### config.mk
export PLATFORM = sky130hd
export DESIGN_NAME = irq_router
export DESIGN_NICKNAME = d
export VERILOG_FILES = /design/src/rtl/irq_router_pkg.sv /design/src/rtl/irq_gateway.sv /design/src/rtl/irq_pick.sv /design/src/rtl/irq_router.sv
export SDC_FILE = /design/constraint.sdc
export NUM_CORES = 1
export LEC_CHECK = 0
export BUFFER_PORTS_ARGS = -buffer_cell sky130_fd_sc_hd__buf_2
export CELL_PAD_IN_SITES_DETAIL_PLACEMENT = 1
export CELL_PAD_IN_SITES_GLOBAL_PLACEMENT = 2
export CORE_ASPECT_RATIO = 1.75
export CORE_MARGIN = 8
export CORE_UTILIZATION = 38
export CTS_BUF_LIST = sky130_fd_sc_hd__clkbuf_8
export CTS_CLUSTER_DIAMETER = 100
export DETAILED_ROUTE_END_ITERATION = 10
export GPL_ROUTABILITY_DRIVEN = 0
export PLACE_DENSITY_LB_ADDON = 0.1
export SLEW_MARGIN = 5
export SYNTH_ARGS = -nofsm -noshare
export SYNTH_HDL_FRONTEND = slang
export SYNTH_SLANG_ARGS = --single-unit
### constraint.sdc
create_clock -name clk -period 53.6 [get_ports clk]
set_input_delay 0 -clock clk [delete_from_list [all_inputs] [get_ports clk]]
set_output_delay 0 -clock clk [all_outputs]
set_load 0.02 [all_outputs]
### src/rtl/irq_router_pkg.sv
package irq_router_pkg;

    localparam int ADDR_W = 24;

    typedef enum logic [1:0] {
        RGN_NONE = 2'd0,
        RGN_PRIO = 2'd1,
        RGN_EN   = 2'd2,
        RGN_CTX  = 2'd3
    } region_e;

    typedef struct packed {
        region_e    region;
        logic [9:0] pidx;    // source index inside the priority area
        logic [5:0] ectx;    // context inside the enable area
        logic [4:0] eword;   // word inside a context's enable block
        logic [8:0] cctx;    // context inside the control area
        logic [9:0] creg;    // word inside a context's control block
    } addr_dec_t;

    function automatic addr_dec_t addr_decode(input logic [ADDR_W-1:0] a);
        addr_dec_t d;
        d.pidx  = a[11:2];
        d.ectx  = a[12:7];
        d.eword = a[6:2];
        d.cctx  = a[20:12];
        d.creg  = a[11:2];
        if (a[1:0] != 2'b00)
            d.region = RGN_NONE;
        else if (a[ADDR_W-1:12] == '0)
            d.region = RGN_PRIO;
        else if (a[ADDR_W-1:13] == 11'd1)
            d.region = RGN_EN;
        else if (a[ADDR_W-1:21] == 3'd1)
            d.region = RGN_CTX;
        else
            d.region = RGN_NONE;
        return d;
    endfunction

endpackage

### src/rtl/irq_gateway.sv
module irq_gateway (
    input  logic clk,
    input  logic rst_n,
    input  logic level_i,
    input  logic claim_i,
    input  logic done_i,
    output logic pend_o,
    output logic infl_o
);

    typedef struct packed {
        logic pend;
        logic infl;
    } gw_t;

    gw_t g_d, g_q;

    always_comb begin
        g_d      = g_q;
        // an idle source latches its level; a claimed one is held back
        g_d.pend = g_q.pend | (level_i & ~g_q.infl);
        if (claim_i) begin
            g_d.pend = 1'b0;
            g_d.infl = 1'b1;
        end else if (done_i) begin
            g_d.infl = 1'b0;
        end
    end

    always_ff @(posedge clk) begin
        if (!rst_n) g_q <= '0;
        else        g_q <= g_d;
    end

    assign pend_o = g_q.pend;
    assign infl_o = g_q.infl;

endmodule

### src/rtl/irq_pick.sv
module irq_pick #(
    parameter int NSRC   = 31,
    parameter int PRIO_W = 4,
    parameter int ID_W   = 5
) (
    input  logic [NSRC:1]             cand_i,
    input  logic [NSRC:1][PRIO_W-1:0] prio_i,
    input  logic [PRIO_W-1:0]         thr_i,
    output logic [ID_W-1:0]           id_o,
    output logic                      hit_o
);

    logic [PRIO_W-1:0] best_p;

    // scan upward; strict compare keeps the lowest ID on a tie and
    // starting from the threshold enforces "strictly above threshold"
    always_comb begin
        best_p = thr_i;
        id_o   = '0;
        for (int i = 1; i <= NSRC; i++) begin
            if (cand_i[i] && (prio_i[i] > best_p)) begin
                best_p = prio_i[i];
                id_o   = ID_W'(i);
            end
        end
        hit_o = (id_o != '0);
    end

endmodule

### src/rtl/irq_router.sv
module irq_router #(
    parameter int NSRC   = 31,
    parameter int NCTX   = 2,
    parameter int PRIO_W = 4
) (
    input  logic                               clk,
    input  logic                               rst_n,
    input  logic [NSRC-1:0]                    src_level,
    input  logic                               req_valid,
    input  logic                               req_write,
    input  logic [irq_router_pkg::ADDR_W-1:0]  req_addr,
    input  logic [31:0]                        req_wdata,
    output logic                               rsp_valid,
    output logic [31:0]                        rsp_rdata,
    output logic [NCTX-1:0]                    ctx_irq
);
    import irq_router_pkg::*;

    localparam int ID_W = $clog2(NSRC + 1);

    typedef struct packed {
        logic [NSRC:1][PRIO_W-1:0]   prio;
        logic [NCTX-1:0][NSRC:1]     en;
        logic [NCTX-1:0][PRIO_W-1:0] thr;
        logic                        rvalid;
        logic [31:0]                 rdata;
        logic [NCTX-1:0]             irq;
    } st_t;

    st_t s_d, s_q;

    logic [NSRC:1]             pend_vec;
    logic [NSRC:1]             infl_vec;
    logic [NSRC:1]             claim_vec;
    logic [NSRC:1]             done_vec;
    logic [NCTX-1:0][ID_W-1:0] pick_id;
    logic [NCTX-1:0]           pick_hit;
    addr_dec_t                 dec;
    logic [31:0]               rd;

    // one gateway per existing source
    for (genvar i = 1; i <= NSRC; i++) begin : g_gw
        irq_gateway u_gw (
            .clk     (clk),
            .rst_n   (rst_n),
            .level_i (src_level[i-1]),
            .claim_i (claim_vec[i]),
            .done_i  (done_vec[i]),
            .pend_o  (pend_vec[i]),
            .infl_o  (infl_vec[i])
        );
    end

    // one best-candidate search per context
    for (genvar c = 0; c < NCTX; c++) begin : g_pick
        irq_pick #(
            .NSRC   (NSRC),
            .PRIO_W (PRIO_W),
            .ID_W   (ID_W)
        ) u_pick (
            .cand_i (pend_vec & s_q.en[c]),
            .prio_i (s_q.prio),
            .thr_i  (s_q.thr[c]),
            .id_o   (pick_id[c]),
            .hit_o  (pick_hit[c])
        );
    end

    always_comb begin
        s_d       = s_q;
        claim_vec = '0;
        done_vec  = '0;
        rd        = '0;
        dec       = addr_decode(req_addr);
        s_d.irq   = pick_hit;

        if (req_valid) begin
            case (dec.region)
                RGN_PRIO: begin
                    for (int i = 1; i <= NSRC; i++) begin
                        if (int'(dec.pidx) == i) begin
                            if (req_write) s_d.prio[i] = req_wdata[PRIO_W-1:0];
                            else           rd[PRIO_W-1:0] = s_q.prio[i];
                        end
                    end
                end
                RGN_EN: begin
                    for (int c = 0; c < NCTX; c++) begin
                        for (int b = 0; b < 32; b++) begin
                            int id;
                            id = int'(dec.eword) * 32 + b;
                            if (int'(dec.ectx) == c && id >= 1 && id <= NSRC) begin
                                if (req_write) s_d.en[c][id] = req_wdata[b];
                                else           rd[b] = s_q.en[c][id];
                            end
                        end
                    end
                end
                RGN_CTX: begin
                    for (int c = 0; c < NCTX; c++) begin
                        if (int'(dec.cctx) == c) begin
                            if (dec.creg == 10'd0) begin
                                if (req_write) s_d.thr[c] = req_wdata[PRIO_W-1:0];
                                else           rd[PRIO_W-1:0] = s_q.thr[c];
                            end else if (dec.creg == 10'd1) begin
                                if (req_write) begin
                                    for (int i = 1; i <= NSRC; i++)
                                        if (req_wdata == 32'(i))
                                            done_vec[i] = infl_vec[i] & s_q.en[c][i];
                                end else begin
                                    rd = 32'(pick_id[c]);
                                    for (int i = 1; i <= NSRC; i++)
                                        if (pick_hit[c] && int'(pick_id[c]) == i)
                                            claim_vec[i] = 1'b1;
                                end
                            end
                        end
                    end
                end
                default: ;
            endcase
        end

        s_d.rvalid = req_valid & ~req_write;
        s_d.rdata  = rd;
    end

    always_ff @(posedge clk) begin
        if (!rst_n) s_q <= '0;
        else        s_q <= s_d;
    end

    assign rsp_valid = s_q.rvalid;
    assign rsp_rdata = s_q.rdata;
    assign ctx_irq   = s_q.irq;

endmodule

* Word level (Yosys, flattened, before mapping)
Index checks and enable logic that the tools add are counted.
Widths: inputs -> output; s select.
** Word-level totals
- Register bits after elaboration :: 291
- Bits of input ports :: 91
- Output and inout port bits :: 35
- Word-level logic and storage cells :: 2130
** Cells by class
- Add/sub/neg operators :: 31
- $lt $le $gt $ge :: 188
- Equality and inequality tests :: 132
- Multiplexer cells :: 1132
- Bitwise gates (word level) :: 160
- Reduce and logical (&&, ||, !) cells :: 387
** Operator list (number)
- $mux 31 :: 268
- $bwmux 31 :: 62
- $mux 4 :: 176
- $ge 11x1->1 const B :: 62
- $eq 32x5->1 const B :: 16
- $mux 1 :: 471
- $le 11x5->1 const B :: 31
- $lt 11x6->1 const B :: 31
- $bmux 1 s5 :: 62
- $logic_and 1x1->1 :: 283
- $eq 32x4->1 const B :: 8
- $mux 32 :: 8
- $gt 4x4->1 :: 62
- $add 10x5->11 const B :: 16
- $mux 5 :: 34
- $eq 10x6->1 const B :: 16
- $eq 5x5->1 const B :: 32
- $demux 1 s5 :: 31
- $eq 32x3->1 const B :: 4
- $reduce_and 4->1 :: 31
- $and 1x1->1 :: 94
- $add 10x4->11 const B :: 8
- $eq 10x5->1 const B :: 8
- $eq 5x4->1 const B :: 16
- other kinds (37) :: 200

* Logic depth before layout (Yosys ltp)
Gate-level depths: netlist (run 1).
- Word-level depth :: 161
- Gate-level depth with buffers :: 275
- Mapped depth without buffers :: 265

* Hierarchy
From an unflattened synthesis (run 1), not the netlist that was laid out.
** Unflattened totals
- Cells, all modules :: 3904
- Area, all modules :: 29857.4 µm²
** By module, submodules not included
- irq_router :: times used 1, cells each 1539, area each 12841.1 µm², sequential area each 4584.4 µm²
- irq_pick at g_pick[1].u_pick :: times used 1, cells each 1105, area each 7632.3 µm², sequential area each 0.0 µm²
- irq_pick at g_pick[0].u_pick :: times used 1, cells each 1043, area each 7095.6 µm², sequential area each 0.0 µm²
- irq_gateway :: times used 31, cells each 7, area each 73.8 µm², sequential area each 40.0 µm²

* Least setup slack after synthesis (run 1)
Ideal clock, no wire load.
- Path type :: register to register
- Start :: register s_q[37] in the netlist's numbering
- End :: register g_gw[6].u_gw.g_q, in the netlist g_gw[6].u_gw.pend_o
- Setup time :: 0.142 ns
- Arrival :: 47.054 ns
- Data required time :: 53.458 ns
- Setup slack :: 6.404 ns
- Cell stages (with the launch flop) :: 245
- Buffers on the path :: 9
- Period minus slack after synthesis :: 47.196 ns
- Cell sequence :: dfxtp_1 inv_1 ha_1 nand4_1 nand3_1 a21oi_1 mux2_2 ha_1 nand3_1 nor2_1 a211oi_4 nand2_1 o21ai_0 ha_1 a21o_1 o2111a_1 a311o_1 a22oi_1 [... 209 more ...] o21ai_1 ha_1 nor2b_1 o21a_1 o21a_1 o2111ai_1 mux2_2 ha_1 o21a_1 o21a_1 o2111ai_1 nand2_1 nor2_1 nand2_1 nor4_1 nand3_1 nor2_1 a31oi_1
** Between the ends
- Cells in the longest elaborated chain, start to end :: 108
- Elaborated cells on any way between the ends :: 139
- Those cells by class :: order compare: 31; eq/ne: 1; mux: 73; reduce/logical: 34
** Ends and longest elaborated chain
- start, declared :: RTL line irq_router.sv:30 : st_t s_d, s_q;
- start signal, assigned :: RTL line irq_router.sv:129 : if (!rst_n) s_q <= '0;
- start signal, assigned :: RTL line irq_router.sv:130 : else s_q <= s_d;
- $gt 4x4->1 :: RTL line irq_pick.sv:21 : if (cand_i[i] && (prio_i[i] > best_p)) begin
- $logic_and 1x1->1 :: RTL line irq_pick.sv:21
- $mux 4 :: RTL line irq_pick.sv:21
- $gt 4x4->1 :: RTL line irq_pick.sv:21
- $logic_and 1x1->1 :: RTL line irq_pick.sv:21
- $mux 4 :: RTL line irq_pick.sv:21
- $gt 4x4->1 :: RTL line irq_pick.sv:21
- $logic_and 1x1->1 :: RTL line irq_pick.sv:21
- [... 92 more ...]
- $mux 1 :: RTL line irq_router.sv:113 : if (pick_hit[c] && int'(pick_id[c]) == i)
- $mux 31 :: RTL line irq_router.sv:106 : if (req_write) begin
- $mux 31 :: RTL line irq_router.sv:105 : end else if (dec.creg == 10'd1) begin
- $mux 31 :: RTL line irq_router.sv:102 : if (dec.creg == 10'd0) begin
- $mux 31 * :: RTL line irq_router.sv:101 : if (int'(dec.cctx) == c) begin
- $mux 31 * :: RTL line irq_router.sv:78 : case (dec.region)
- $mux 31 * :: RTL line irq_router.sv:77 : if (req_valid) begin
- $reduce_or 2->1 (no line) *
- end signal, assigned :: RTL line irq_gateway.sv:32 : else g_q <= g_d;
- end, declared :: RTL line irq_gateway.sv:16 : gw_t g_d, g_q;
Every way passes the cells marked *; elsewhere a longest branch is shown, timed or not.
A chain may end at the register's enable or synchronous reset.

* Worst setup path after layout (run 1)
- Start :: register s_q[37] in the netlist's numbering
- End :: register g_gw[17].u_gw.g_q, in the netlist g_gw[17].u_gw.pend_o
** Between the ends
- Cells in the longest elaborated chain, start to end :: 108
- Elaborated cells on any way between the ends :: 139
- Those cells by class :: order compare: 31; eq/ne: 1; mux: 73; reduce/logical: 34
** Ends and longest elaborated chain (RTL line)
- $gt 4x4->1 :: irq_pick.sv:21
- $logic_and 1x1->1 :: irq_pick.sv:21
- $mux 4 :: irq_pick.sv:21
- $gt 4x4->1 :: irq_pick.sv:21
- $logic_and 1x1->1 :: irq_pick.sv:21
- $mux 4 :: irq_pick.sv:21
- $gt 4x4->1 :: irq_pick.sv:21
- $logic_and 1x1->1 :: irq_pick.sv:21
- [... 92 more ...]
- $mux 1 :: irq_router.sv:113
- $mux 31 :: irq_router.sv:106
- $mux 31 :: irq_router.sv:105
- $mux 31 :: irq_router.sv:102
- $mux 31 * :: irq_router.sv:101
- $mux 31 * :: irq_router.sv:78
- $mux 31 * :: irq_router.sv:77
- $reduce_or 2->1 (no line) *
- end signal, assigned :: irq_gateway.sv:32
- end, declared :: irq_gateway.sv:16
Marks and branches as above.

==> results.tsv, run 1 <==
metric	value	unit
hold_viol	0	
required	54.11	ns
period_share	94.9	%
clock-skew-final	0.0541	ns
grt_pass1_wl	188	mm
r2r_cells	236	
end_kind	register	
grt_max_degree	94	
cts_buffer_depth	3	
ys_ff_latch	291	
syn2layout_area_growth	14.8	%
nets	3948	
crit_start	s_q[37]	
ant_nets	0	
period_minus_slack	50.85	ns
path_class	reg2reg	
pre_cts_ws	-2.02	ns
hold_end	s_q[150]	
drive_above_1_share	14.7	%
seq_area_frac_synth	22.4	%
clk_pin_slew	0.07	ns
power_density	15.6	nW/um^2
cp.depth	236	
final_common_cell	nand2_1	
tightest_slew	1.24	ns
status	finished clean	
die_h	362	microns
clock_tree.root_cell	clkbuf_8	
via_per_inst	6.23	
syn_inst	3494	
min_from	req_wdata[1]	
cts_buffers	51	
drv_cap	0	
holdWs	0.0265	ns
drt-total-wl	128	mm
cp_top_family	compound AO/OA/AOI/OAI gates	
wire_per_inst	27.8	microns
ir_drop	14.9	uV
slowest_delay	0.87	ns
num_vias	28600	
setup_viol	0	
dpl-instance-area	27200	sq um
max_freq	19.7	MHz
cts_sinks	291	
insertion_delay	0.71	ns
drt_iter0_drc	1787	
io-pin-count	126	
die-width	214	microns
syn_nets	3785	
overflow	0	
dieArea	77300	sq um
slew_headroom	16.6	%
synth_largest_area_cell	dfxtp_1	
cp.arrival	51.36	ns
synthDominantCellAreaShare	22.4	%
synthFlopType	dfxtp_1	
netlist_area	26000	sq um
leakage	0.0114	uW
avgSynthCellArea	7.44	sq um
antenna_found_initial	3	
portBuffers	125	
synth_cell_type_count	136	
reg2reg_slack	2.75	ns
cp.buffers_inverters	22	
fin_area	29800	sq um
grt_use_total	31.9	%
dpl.hpwl	99.6	mm
setup_slack	2.75	ns
cts_tree	done	
layout_common_cells	448 x nand2_1, 338 x nor2_1, 291 x dfxtp_1, 282 x a21oi_1, 234 x inv_1	
slowest_stage	a2111oi_0	
drc	0	
first_pass_iters	6	
grt_pass1_vias	30500	
worstHoldPathCells	4	
core	68200	sq um
power	467	uW
tns	0	ns
synth_area_leaders	dfxtp_1 22%, ha_1 9.6%, nand2_1 6.5%	
start_util	38.1	%
ys.warnings.count	0	
cp_common_cell	ha_1	
reg2reg_from	s_q[37]	
critPathLaunchType	register	
rows	127	
synthArstFlopShare	0	%
cp_max_fo	16	
r2r-end	g_gw[17].u_gw.pend_o	
htree_levels	2	
synth_edf_count	0	
hold_class	in2reg	
slew_viol_final	0	
how the worst max path moves through the flow:
stage	end	slack [ns]
floorplan	g_gw[6].u_gw.pend_o	6.40
global placement	g_gw[8].u_gw.pend_o	0.31
detailed placement	g_gw[8].u_gw.pend_o	-2.02
CTS	g_gw[8].u_gw.pend_o	0.06
global route	g_gw[8].u_gw.pend_o	-0.37
finish	g_gw[17].u_gw.pend_o	2.75
cells in the mapped netlist, drive strengths merged (50+ instances only):
cell type / number
a21oi: 295
a22oi: 64
a31oi: 54
and2: 50
buf: 76
clkbuf: 113
dfxtp: 291
ha: 200
inv: 223
mux2: 71
mux2i: 131
nand2: 454
nand3: 95
nand4: 62
nor2: 346
nor2b: 64
nor3: 61
o21a: 87
o21ai: 194
state kept, by name (all words and copies together) (netlist names):
register / count
g_gw.u_gw.infl_o: 31
rsp_valid: 1
rsp_rdata: 32
g_gw.u_gw.pend_o: 31
s_q: 194
ctx_irq: 2
worst register-to-register path: cells and delay by family, from the launching register on:
kind,cells,cell delay [ns]
multiplexers,22,7.66
buffers and inverters,22,1.86
flip-flops,1,0.37
adder cells (fa/ha/maj),33,9.52
AND/OR/NAND/NOR,64,11.60
AO/OA/AOI/OAI,95,19.72
kinds of logic (layout without fill, tap and decap cells):
| kind of cell | after synthesis | after routing | share of synthesized area, % |
|---|---|---|---|
| xor+xnor | 27 | 27 | 0.910 |
| fa+ha+maj | 206 | 206 | 9.87 |
| simple gates | 1292 | 1293 | 23.2 |
| other cells | 0 | 2 | 0 |
| buf+inv | 417 | 617 | 7.20 |
| compound gates | 1058 | 1058 | 28.2 |
| mux | 203 | 203 | 8.21 |
| flops | 291 | 291 | 22.4 |
metrics by stage:
stage          instances  utilization [%]
4_1_cts             4567             42.8
3_3_place_gp        4395             40.0
5_1_grt             4599             43.8
2_1_floorplan       3494                -
3_5_place_dp        4395             40.0
6_report            4600             43.8
repair_timing:
item,CTS,global route
buffers inserted,0,30
hold buffers,81,0
pin swaps,1,19
cloned,0,1
endpoints found under the hold margin,134,0
gates resized for setup,18,88
setup endpoints to repair,68,69
final cells by class:
type                       count  area (sq um)
antenna                        2          5.00
clock buffer                  62           853
clock inverter                29           139
fill                        8481         38300
inverter                     223           842
multi-input combinational   2787         18900
sequential                   291          5830
tap                          903          1130
timing repair buffer         303          2160
per-layer routing:
metal | routed length, microns | share of wire (%) | global-route usage [%]
met1 | 45800 | 36 | 32.6
met2 | 64900 | 51 | 58.2
met3 | 6400 | 5.0 | 4.30
met4 | 10600 | 8.3 | 23.4
met5 | 0 | 0 | 0
power breakdown:
| group | internal [uW] | switching [uW] |
|---|---|---|
| sequential | 218 | 3.73 |
| combinational | 10.3 | 20.1 |
| clock | 105 | 110 |
No activity file was read; power rests on OpenSTA's default activity.
==> run 2: changes to the inputs <==
--- a/config.mk
+++ b/config.mk
@@ -5,12 +5,13 @@
 export SDC_FILE = /design/constraint.sdc
 export NUM_CORES = 1
 export LEC_CHECK = 0
+export ABC_AREA = 1
 export BUFFER_PORTS_ARGS = -buffer_cell sky130_fd_sc_hd__buf_2
 export CELL_PAD_IN_SITES_DETAIL_PLACEMENT = 1
 export CELL_PAD_IN_SITES_GLOBAL_PLACEMENT = 2
-export CORE_ASPECT_RATIO = 1.75
+export CORE_ASPECT_RATIO = 2
 export CORE_MARGIN = 8
-export CORE_UTILIZATION = 38
+export CORE_UTILIZATION = 36
 export CTS_BUF_LIST = sky130_fd_sc_hd__clkbuf_8
 export CTS_CLUSTER_DIAMETER = 100
 export DETAILED_ROUTE_END_ITERATION = 10
==> results.tsv, run 2 <==
metric	value	unit	change
status	finished clean		unchanged
leakage	0.0124	uW	was 0.0114 uW
top_register	s_q		unchanged
required	54.13	ns	was 54.11 ns
synthDominantCellAreaShare	23.7	%	was 22.4%
avgSynthCellArea	6.59	sq um	was 7.44 sq um
synth.top_cells.by_count	737 x nand2_1, 427 x inv_1, 407 x o21ai_0, 305 x a21oi_1		was 453 x nand2_1, 344 x nor2_1, 291 x dfxtp_1, 289 x a21oi_1, 222 x inv_1
power	475	uW	was 467 uW
min_from	req_wdata[2]		was req_wdata[1]
ys_ff_latch	291		unchanged
path_class	reg2reg		unchanged
synth_edf_count	0		unchanged
clock-skew-final	0.0184	ns	was 0.0541 ns
cp_common_cell	o21ai_0		was ha_1
syn_inst	3736		was 3494
tns	0	ns	unchanged
hold_viol	0		unchanged
drive_above_1_share	12.8	%	was 14.7%
antenna_found_initial	4		was 3
largest_reg_flops	194		unchanged
place_inst	4628		was 4395
tightest_slew	1.18	ns	was 1.24 ns
slew_viol_final	0		unchanged
clock_tree.root_cell	clkbuf_8		unchanged
die_h	386	microns	was 362 microns
postCtsSetupBuffers	0		unchanged
syn2layout_area_growth	12.1	%	was 14.8%
pwr-share-comb	6.0	%	was 6.5%
critPathLaunchType	register		unchanged
drt-total-wl	115	mm	was 128 mm
synthArstFlopShare	0	%	unchanged
period_minus_slack	42.08	ns	was 50.85 ns
start_util	36.3	%	was 38.1%
cts_hold_buffers	86		was 81
cts_sinks	291		unchanged
htree_levels	2		unchanged
num_vias	27300		was 28600
grt_pass1_vias	28900		was 30500
slowest_stage	nor3_1		was a2111oi_0
wire_per_inst	23.9	microns	was 27.8 microns
drt_iter0_drc	1254		was 1787
ant_nets	0		unchanged
period_share	78.5	%	was 94.9%
portBuffers	125		unchanged
netlist_area	24600	sq um	was 26000 sq um
cts_buffer_depth	3		unchanged
intPower	348	uW	was 333 uW
synth_cell_type_count	54		was 136
layout_common_cells	737 x nand2_1, 442 x inv_1, 407 x o21ai_0, 305 x a21oi_1, 291 x dfxtp_1		was 448 x nand2_1, 338 x nor2_1, 291 x dfxtp_1, 282 x a21oi_1, 234 x inv_1
max_freq	23.8	MHz	was 19.7 MHz
drc	0		unchanged
slowest_delay	0.80	ns	was 0.87 ns
cp_max_fo	11		was 16
io-pin-count	126		unchanged
cts_buffers	49		was 51
cp.arrival	42.61	ns	was 51.36 ns
ctsResizeCount	0		was 18
hold_class	in2reg		unchanged
first_pass_iters	6		unchanged
overflow	0		unchanged
rsz0062_at_grt	false		
via_per_inst	5.68		was 6.23
syn_nets	4027		was 3785
final_common_cell	nand2_1		unchanged
cts_tree	done		unchanged
dpl.hpwl	92.1	mm	was 99.6 mm
insertion_delay	0.64	ns	was 0.71 ns
nets	4166		was 3948
grt_pass1_wl	171	mm	was 188 mm
end_kind	register		unchanged
crit_start	s_q[41]		was s_q[37]
setup_viol	0		unchanged
synth_largest_area_cell	dfxtp_1		unchanged
swShare	26.8	%	was 28.7%
seq_area_frac_synth	23.7	%	was 22.4%
core	67700	sq um	was 68200 sq um
netSwitchingPower	127	uW	was 134 uW
synth_area_leaders	dfxtp_1 24%, nand2_1 11%, ha_1 10%		was dfxtp_1 22%, ha_1 9.6%, nand2_1 6.5%
grt_max_degree	94		unchanged
rows	135		was 127
sequentialPowerShare	46.4	%	was 47.5%
synth_most_common_cell	nand2_1		unchanged
reg2reg_from	s_q[41]		was s_q[37]
clkPwrFrac	47.6	%	was 46.0%
ys.warnings.count	0		unchanged
dieArea	77500	sq um	was 77300 sq um
grt_use_total	28.6	%	was 31.9%
die-width	201	microns	was 214 microns
slew_headroom	21.3	%	was 16.6%
final_cell_count_no_fill	4804		was 4600
power_density	17.2	nW/um^2	was 15.6 nW/um^2
synthFlopType	dfxtp_1		unchanged
ir_drop	15.7	uV	was 14.9 uV
clk_pin_slew	0.06	ns	was 0.07 ns
drv_cap	0		unchanged
## run 2: changes by cell type in the layout (fill, tap and decap cells not counted), sizes merged, moves of 78 or more
cell,delta
a211oi,+78
inv,+226
mux2i,-131
nand2,+420
nand3,+209
o21a,-84
o21ai,+229
## run 2: path summary, 6_finish.rpt
path,to,slack [ns],cells after the start
worst max-delay path,g_gw[6].u_gw.pend_o,11.52,179
worst min-delay path,s_q[75],0.04,4
worst max register to register,g_gw[6].u_gw.pend_o,11.52,179
worst min register to register,g_gw[7].u_gw.infl_o,0.48,2
## run 2: critical path, delay by kind of cell, from the launching register on
kind | cells | cell delay (ns)
AND/OR/NAND/NOR | 55 | 7.45
buffers and inverters | 3 | 0.30
adder cells (fa/ha/maj) | 31 | 10.91
AO/OA/AOI/OAI | 90 | 22.90
flip-flops | 1 | 0.37
## run 2: logic make-up (layout without fill, tap and decap cells)
kind of cell | Yosys count | count (layout) | synth area share (%)
AND/OR/NAND/NOR | 1607 | 1607 | 30.9
AO/OA/AOI/OAI | 1045 | 1045 | 24.8
buffers and inverters | 593 | 768 | 10.4
flip-flops | 291 | 291 | 23.7
adder cells (fa/ha/maj) | 200 | 200 | 10.2
other | 0 | 3 | 0
## run 2: cell type report
type | instances | area (sq um)
Clock buffer | 60 | 826
Timing Repair Buffer | 232 | 1650
Inverter | 449 | 1710
Clock inverter | 27 | 223
Multi-Input combinational cell | 2852 | 16200
Antenna cell | 3 | 7.51
Tap cell | 890 | 1110
Sequential cell | 291 | 5830
Fill cell | 8873 | 40100
## run 2: power groups by stage
stage	clock network [uW]	registers (uW)	logic, uW
CTS	230	220	27.7
floorplan	0	224	10.2
global placement	0	225	22.4
global route	238	220	29.7
detailed placement	0	225	22.7
finish	226	220	28.4
## run 2: metrics by stage
| stage | hold slack, ns | worst slack, ns | instance area [sq um] | utilization (%) |
|---|---|---|---|---|
| floorplan | 0.159 | 20.52 | 24600 | - |
| global placement | 0.289 | 15.08 | 25700 | 37.9 |
| detailed placement | 0.274 | 12.05 | 25700 | 37.9 |
| CTS | 0.00443 | 11.89 | 27600 | 40.7 |
| global route | 0.0394 | 6.79 | 27600 | 40.7 |
| finish | 0.0424 | 11.52 | 27600 | 40.7 |
## run 2: layer usage
| layer | vias to the layer above | track usage, % | wire, microns |
|---|---|---|---|
| met2 | 722 | 54.8 | 60000 |
| met4 | 0 | 22.1 | 9980 |
| met5 | - | 0 | 0 |
| met1 | 13200 | 27.4 | 40700 |
| li1 | 13000 | - | - |
| met3 | 344 | 3.55 | 4270 |
